## src/rtl/cra_pkg.sv

```systemverilog
package cra_pkg;
  typedef enum logic [1:0] {
    SZ_BYTE = 2'b00,
    SZ_HALF = 2'b01,
    SZ_WORD = 2'b10,
    SZ_RSVD = 2'b11
  } cra_size_e;

  localparam int unsigned CRA_NUM_SIZES = 3;
endpackage

```

## src/rtl/cra_lane_alu.sv

```systemverilog
// Computes the rotated complex add for one lane width across the whole vector.
module cra_lane_alu #(
  parameter int unsigned VEC_W  = 128,
  parameter int unsigned ELEM_W = 8
) (
  input  logic [VEC_W-1:0] src_n,
  input  logic [VEC_W-1:0] src_m,
  input  logic             rot270,
  output logic [VEC_W-1:0] res
);
  localparam int unsigned LANES = VEC_W / ELEM_W;

  for (genvar g = 0; g < LANES; g++) begin : g_lane
    localparam int unsigned PARTNER = (g % 2 == 0) ? g + 1 : g - 1;
    localparam bit          IS_EVEN = (g % 2 == 0);

    logic              do_sub;
    logic [ELEM_W-1:0] a_op;
    logic [ELEM_W-1:0] b_op;
    logic [ELEM_W-1:0] b_adj;

    always_comb begin
      // even lanes subtract at 90 degrees, odd lanes subtract at 270
      do_sub = IS_EVEN ? ~rot270 : rot270;
      a_op   = src_n[g*ELEM_W +: ELEM_W];
      b_op   = src_m[PARTNER*ELEM_W +: ELEM_W];
      b_adj  = b_op ^ {ELEM_W{do_sub}};
      res[g*ELEM_W +: ELEM_W] = a_op + b_adj + {{(ELEM_W-1){1'b0}}, do_sub};
    end
  end
endmodule

```

## src/rtl/cra_byte_merge.sv

```systemverilog
// Per-byte select between freshly computed lanes and the old destination.
module cra_byte_merge #(
  parameter int unsigned VEC_W = 128,
  localparam int unsigned NBYTES = VEC_W / 8
) (
  input  logic [VEC_W-1:0]  fresh,
  input  logic [VEC_W-1:0]  old,
  input  logic [NBYTES-1:0] pred,
  output logic [VEC_W-1:0]  merged
);
  for (genvar b = 0; b < NBYTES; b++) begin : g_byte
    always_comb begin
      merged[b*8 +: 8] = pred[b] ? fresh[b*8 +: 8] : old[b*8 +: 8];
    end
  end
endmodule

```

## src/rtl/cplx_rot_add.sv

```systemverilog
module cplx_rot_add
  import cra_pkg::*;
#(
  parameter int unsigned VEC_W    = 128,
  parameter int unsigned MIN_ELEM = 8,
  localparam int unsigned NBYTES  = VEC_W / 8
) (
  input  logic              clk,
  input  logic              rst_n,
  input  logic              i_valid,
  input  logic [1:0]        i_size,
  input  logic              i_rot270,
  input  logic [VEC_W-1:0]  i_src_n,
  input  logic [VEC_W-1:0]  i_src_m,
  input  logic [VEC_W-1:0]  i_dst_old,
  input  logic [NBYTES-1:0] i_pred,
  output logic              o_valid,
  output logic              o_illegal,
  output logic [VEC_W-1:0]  o_result
);
  // reset: asserted asynchronously, released through two flops
  logic rst_meta_q, rst_sync_n;
  always_ff @(posedge clk or negedge rst_n) begin
    if (!rst_n) begin
      rst_meta_q <= 1'b0;
      rst_sync_n <= 1'b0;
    end else begin
      rst_meta_q <= 1'b1;
      rst_sync_n <= rst_meta_q;
    end
  end

  // one ALU per legal lane width
  logic [VEC_W-1:0] lane_res [CRA_NUM_SIZES];
  for (genvar k = 0; k < CRA_NUM_SIZES; k++) begin : g_size
    cra_lane_alu #(
      .VEC_W  (VEC_W),
      .ELEM_W (MIN_ELEM << k)
    ) u_alu (
      .src_n  (i_src_n),
      .src_m  (i_src_m),
      .rot270 (i_rot270),
      .res    (lane_res[k])
    );
  end

  cra_size_e        size_sel;
  logic             size_ok;
  logic [VEC_W-1:0] fresh;
  logic [VEC_W-1:0] merged;

  always_comb begin
    size_sel = cra_size_e'(i_size);
    size_ok  = (size_sel != SZ_RSVD);
    unique case (size_sel)
      SZ_BYTE: fresh = lane_res[0];
      SZ_HALF: fresh = lane_res[1];
      SZ_WORD: fresh = lane_res[2];
      default: fresh = '0;
    endcase
  end

  cra_byte_merge #(.VEC_W(VEC_W)) u_merge (
    .fresh  (fresh),
    .old    (i_dst_old),
    .pred   (i_pred),
    .merged (merged)
  );

  // next-state
  logic             valid_d, illegal_d, res_en;
  logic [VEC_W-1:0] result_d;
  always_comb begin
    valid_d   = i_valid & size_ok;
    illegal_d = i_valid & ~size_ok;
    res_en    = valid_d;
    result_d  = res_en ? merged : o_result;
  end

  // registers
  always_ff @(posedge clk or negedge rst_sync_n) begin
    if (!rst_sync_n) begin
      o_valid   <= 1'b0;
      o_illegal <= 1'b0;
      o_result  <= '0;
    end else begin
      o_valid   <= valid_d;
      o_illegal <= illegal_d;
      o_result  <= result_d;
    end
  end

  // assertions
  a_r9_valid_next: assert property (@(posedge clk) disable iff (!rst_sync_n)
    (i_valid && i_size != 2'b11) |=> o_valid && !o_illegal);

  a_r9_idle_quiet: assert property (@(posedge clk) disable iff (!rst_sync_n)
    !i_valid |=> !o_valid && !o_illegal);

  a_r8_illegal_flag: assert property (@(posedge clk) disable iff (!rst_sync_n)
    (i_valid && i_size == 2'b11) |=> o_illegal && !o_valid);

  a_r8_result_held: assert property (@(posedge clk) disable iff (!rst_sync_n)
    (i_valid && i_size == 2'b11) |=> $stable(o_result));

  a_r6_pred_zero: assert property (@(posedge clk) disable iff (!rst_sync_n)
    (i_valid && i_size != 2'b11 && i_pred == '0) |=> o_result == $past(i_dst_old));

  a_r3_word_lane0: assert property (@(posedge clk) disable iff (!rst_sync_n)
    (i_valid && i_size == 2'b10 && !i_rot270 && i_pred[3:0] == 4'hF)
      |=> o_result[31:0] == $past(i_src_n[31:0] - i_src_m[63:32]));

  a_r4_word_lane0: assert property (@(posedge clk) disable iff (!rst_sync_n)
    (i_valid && i_size == 2'b10 && i_rot270 && i_pred[3:0] == 4'hF)
      |=> o_result[31:0] == $past(i_src_n[31:0] + i_src_m[63:32]));
endmodule

```

## config.mk

```make
export PLATFORM = sky130hd
export DESIGN_NAME = cplx_rot_add
export DESIGN_NICKNAME = d
export VERILOG_FILES = /design/src/rtl/cra_pkg.sv /design/src/rtl/cra_lane_alu.sv /design/src/rtl/cra_byte_merge.sv /design/src/rtl/cplx_rot_add.sv
export SDC_FILE = /design/constraint.sdc
export NUM_CORES = 1
export LEC_CHECK = 0
export BUFFER_PORTS_ARGS = -buffer_cell sky130_fd_sc_hd__buf_4
export CAP_MARGIN = 20
export CORE_ASPECT_RATIO = 0.6
export CORE_MARGIN = 2
export CORE_UTILIZATION = 35
export CTS_CLUSTER_DIAMETER = 100
export DETAILED_ROUTE_END_ITERATION = 10
export GPL_TIMING_DRIVEN = 0
export PLACE_DENSITY_LB_ADDON = 0.12
export SLEW_MARGIN = 15
export SYNTH_ARGS = -nofsm -noshare
export SYNTH_HDL_FRONTEND = slang
export SYNTH_SLANG_ARGS = --single-unit
export TNS_END_PERCENT = 30
```

## constraint.sdc

```tcl
create_clock -name clk -period 4.8 [get_ports clk]
set_input_delay 0.96 -clock clk [delete_from_list [all_inputs] [get_ports clk]]
set_output_delay 0.96 -clock clk [all_outputs]
set_load 0.01 [all_outputs]
```

==> results.tsv <==
metric	value	unit
status	finished with violations	
violations	negative setup slack	
hold_viol	0	
finalCritPeriodShare	101	%
gp_congestion	1.07	
holdBufCountCts	0	
grt_overflow	0	
layout-drive-gt1-share	20.6	%
cts_num_sinks	132	
ys.flop_type	dfrtp_1	
vias_per_cell	6.26	
die_w	353	um
grt_usage	42.5	%
wl_per_cell	33.3	um
max_freq	205	MHz
design_area	32900	um2
die_h	214	um
area_delta_synth_final	28.3	%
period_minus_slack	4870	ps
dpl.hpwl	134	mm
detail_route.first_pass.iterations	8	
holdCritPathClass	in2async	
io_buffers	530	
synth_top_area_share	16.4	%
drc_errors	0	
crit_path_max_incr_delay	470	ps
ys_ff_latch	132	
avgSynthCellArea	7.55	um2
tightest_slew	1350	ps
place_area	31100	um2
async_flop_share	100	%
antenna_left	0	
vias	31200	
wl	166	mm
cts.clk_slew.worst_paths	80	ps
dieArea	75500	um2
yosysWarnings	0	
cp-start-kind	input port	
cp_data_arrival_time	5270	ps
setup_ws	-67.6	ps
grt_pass1_vias	27400	
numCtsBuffers	17	
critPathKind	in2reg	
core	72100	um2
seq_area_frac_synth	12.9	%
cp_max_fo	28	
maxCapViolCount	0	
cp_slowest_cell	o31a_1	
grt_first_pass_wirelength	222	mm
synthTopCellsByArea	ha_1, dfrtp_1, xnor2_1	
crit_required	5200	ps
cts_tree	done	
synth-edff-count	0	
slew-limit-headroom	9.88	%
cts_root_buf	clkbuf_16	
nNetsFinal	4751	
synth_cell_types	95	
end_kind	flip-flop	
p_leak	15.1	nW
antenna_found_initial	26	
path_cells	buf_6 -> buf_12 -> clkbuf_8 -> buf_8 -> xor2_4 -> inv_1 -> ha_1 -> a211oi_1 -> nand3_1 -> nand3b_1 -> a31oi_4 -> o31a_1 -> o31ai_1 -> xnor2_1 -> nor2_1 -> a221oi_2 -> a21oi_1	
skew	19.6	ps
syn_inst	3395	
power_density	276	nW/um2
rows	76	
synthesis.nets	4165	
p_total	0.00909	W
start_util	35.6	%
clk-insertion-delay-late	550	ps
setup.worst_path.start	i_rot270	
syn_area	25600	um2
ctsHtreeMaxLevel	4	
dr.first_iter.drc_count	4880	
grt_max_degree	48	
synth_top_area_cell	ha_1	
r2r_start	rst_sync_n$_DFF_PN0_	
setup_viol	6	
clock_path_buffers	2	
drv_slew	0	
io_pins	536	
peakVddDrop	0.353	mV
per-layer routing:
layer	global-route usage, %	wire length, um	vias to the layer above
met4	11.2	4790	20
met2	54.3	60100	2368
met1	61.8	73100	14900
met5	2.25	356	-
met3	19.9	27300	290
li1	-	-	13600
cell usage after synthesis (42+ instances only):
library cell,n
nand2b_1,58
o221ai_1,46
xnor2_1,235
a21oi_1,352
dfrtp_1,132
nand2_1,242
o21bai_1,51
inv_1,164
a211oi_1,44
a21o_1,162
nor3_1,104
or3_1,42
nor2_1,250
clkbuf_1,114
o21ai_0,289
xor2_1,204
ha_1,336
registers in the layout (all words and copies together) (netlist names):
signal / count
o_illegal: 1
o_result: 128
o_valid: 1
rst_meta_q: 1
rst_sync_n: 1
layout make-up:
type | count | area, um2
diodes | 11 | 27.5
plain buffers | 142 | 701
clock buffers | 18 | 439
clock inverters | 14 | 146
fillers | 7452 | 39200
inverters | 164 | 616
multi-input cells | 2955 | 22000
flip-flops and latches | 132 | 3310
well taps | 975 | 1220
repair buffers | 569 | 4410
power breakdown:
group / switching [W] / total (W) / internal, W
Clock: 0.000714 / 0.00146 / 0.000742
Combinational: 0.00381 / 0.00618 / 0.00238
Sequential: 0.000142 / 0.00145 / 0.00131
Total: 0.00466 / 0.00909 / 0.00443
cells by family (layout without fill, tap and decap cells):
logic type	count (synthesis)	after routing	synth area share, %
xor+xnor	441	441	15.1
compound gates	1226	1226	30.8
fa+ha+maj	364	364	18.6
simple gates	888	888	16.5
mux	35	35	1.48
other cells	1	12	0.0146
buf+inv	308	907	4.65
flops	132	132	12.9
metrics by stage:
step | TNS (ps) | cells | worst slack [ps] | hold WS (ps) | util [%]
global route | -3.70 | 4970 | -3.70 | 185 | 45.6
floorplan | 0 | 3395 | 147 | 331 | -
detailed placement | -196100 | 4918 | -2610 | 336 | 43.2
finish | -334 | 4980 | -67.6 | 197 | 45.6
global placement | -476360 | 4900 | -3010 | 333 | 42.8
CTS | -377 | 4962 | -113 | 165 | 45.4
critical path: cells and delay by family:
| kind | cells | cell delay (ps) |
|---|---|---|
| AO/OA/AOI/OAI | 6 | 1690 |
| AND/OR/NAND/NOR | 3 | 510 |
| XOR/XNOR | 2 | 590 |
| buffers and inverters | 5 | 1150 |
| adder cells (fa/ha/maj) | 1 | 280 |
cell usage in the layout, fill, tap and decap left out, drive strengths merged, types with 18 or more instances in the layout:
cell type  Yosys  routed
fa            28      28
nand4         28      28
a21oi        352     352
ha           336     336
inv          164     170
dfrtp        132     132
clkbuf       114     133
o31ai         18      18
nor2b         26      26
a21o         162     162
a221oi        30      30
and2          19      19
o21a          25      25
nand2        242     242
o211ai        23      23
nor2         250     250
nand2b        58      58
and3          18      18
buf           30     596
a211oi        46      46
o221ai        46      46
nand3         41      41
mux2i         24      24
o21ai        306     306
xor2         204     204
xnor2        237     237
or3           42      42
o21bai        52      52
nor3         105     105
a31oi         34      34
path summary, 6_finish.rpt:
kind	endpoint	slack, ps	cells after the start
max	o_result[25]$_DFFE_PN0P_	-70	17
min	rst_meta_q$_DFF_PN0_	200	1
max reg2reg	o_result[79]$_DFFE_PN0P_	3610	1
min reg2reg	rst_sync_n$_DFF_PN0_	350	0
max in group asynchronous	o_result[79]$_DFFE_PN0P_	3610	1
min in group clk	rst_sync_n$_DFF_PN0_	350	0
what timing repair did:
item / CTS / global route
gates resized for setup: 157 / 20
pin swaps: 19 / 6
buffers inserted: 12 / 6
setup endpoints to repair: 122 / 75
gates cloned: 0 / 0
endpoints found under the hold margin: 0 / 0
Power figures use the tool's default switching activity.
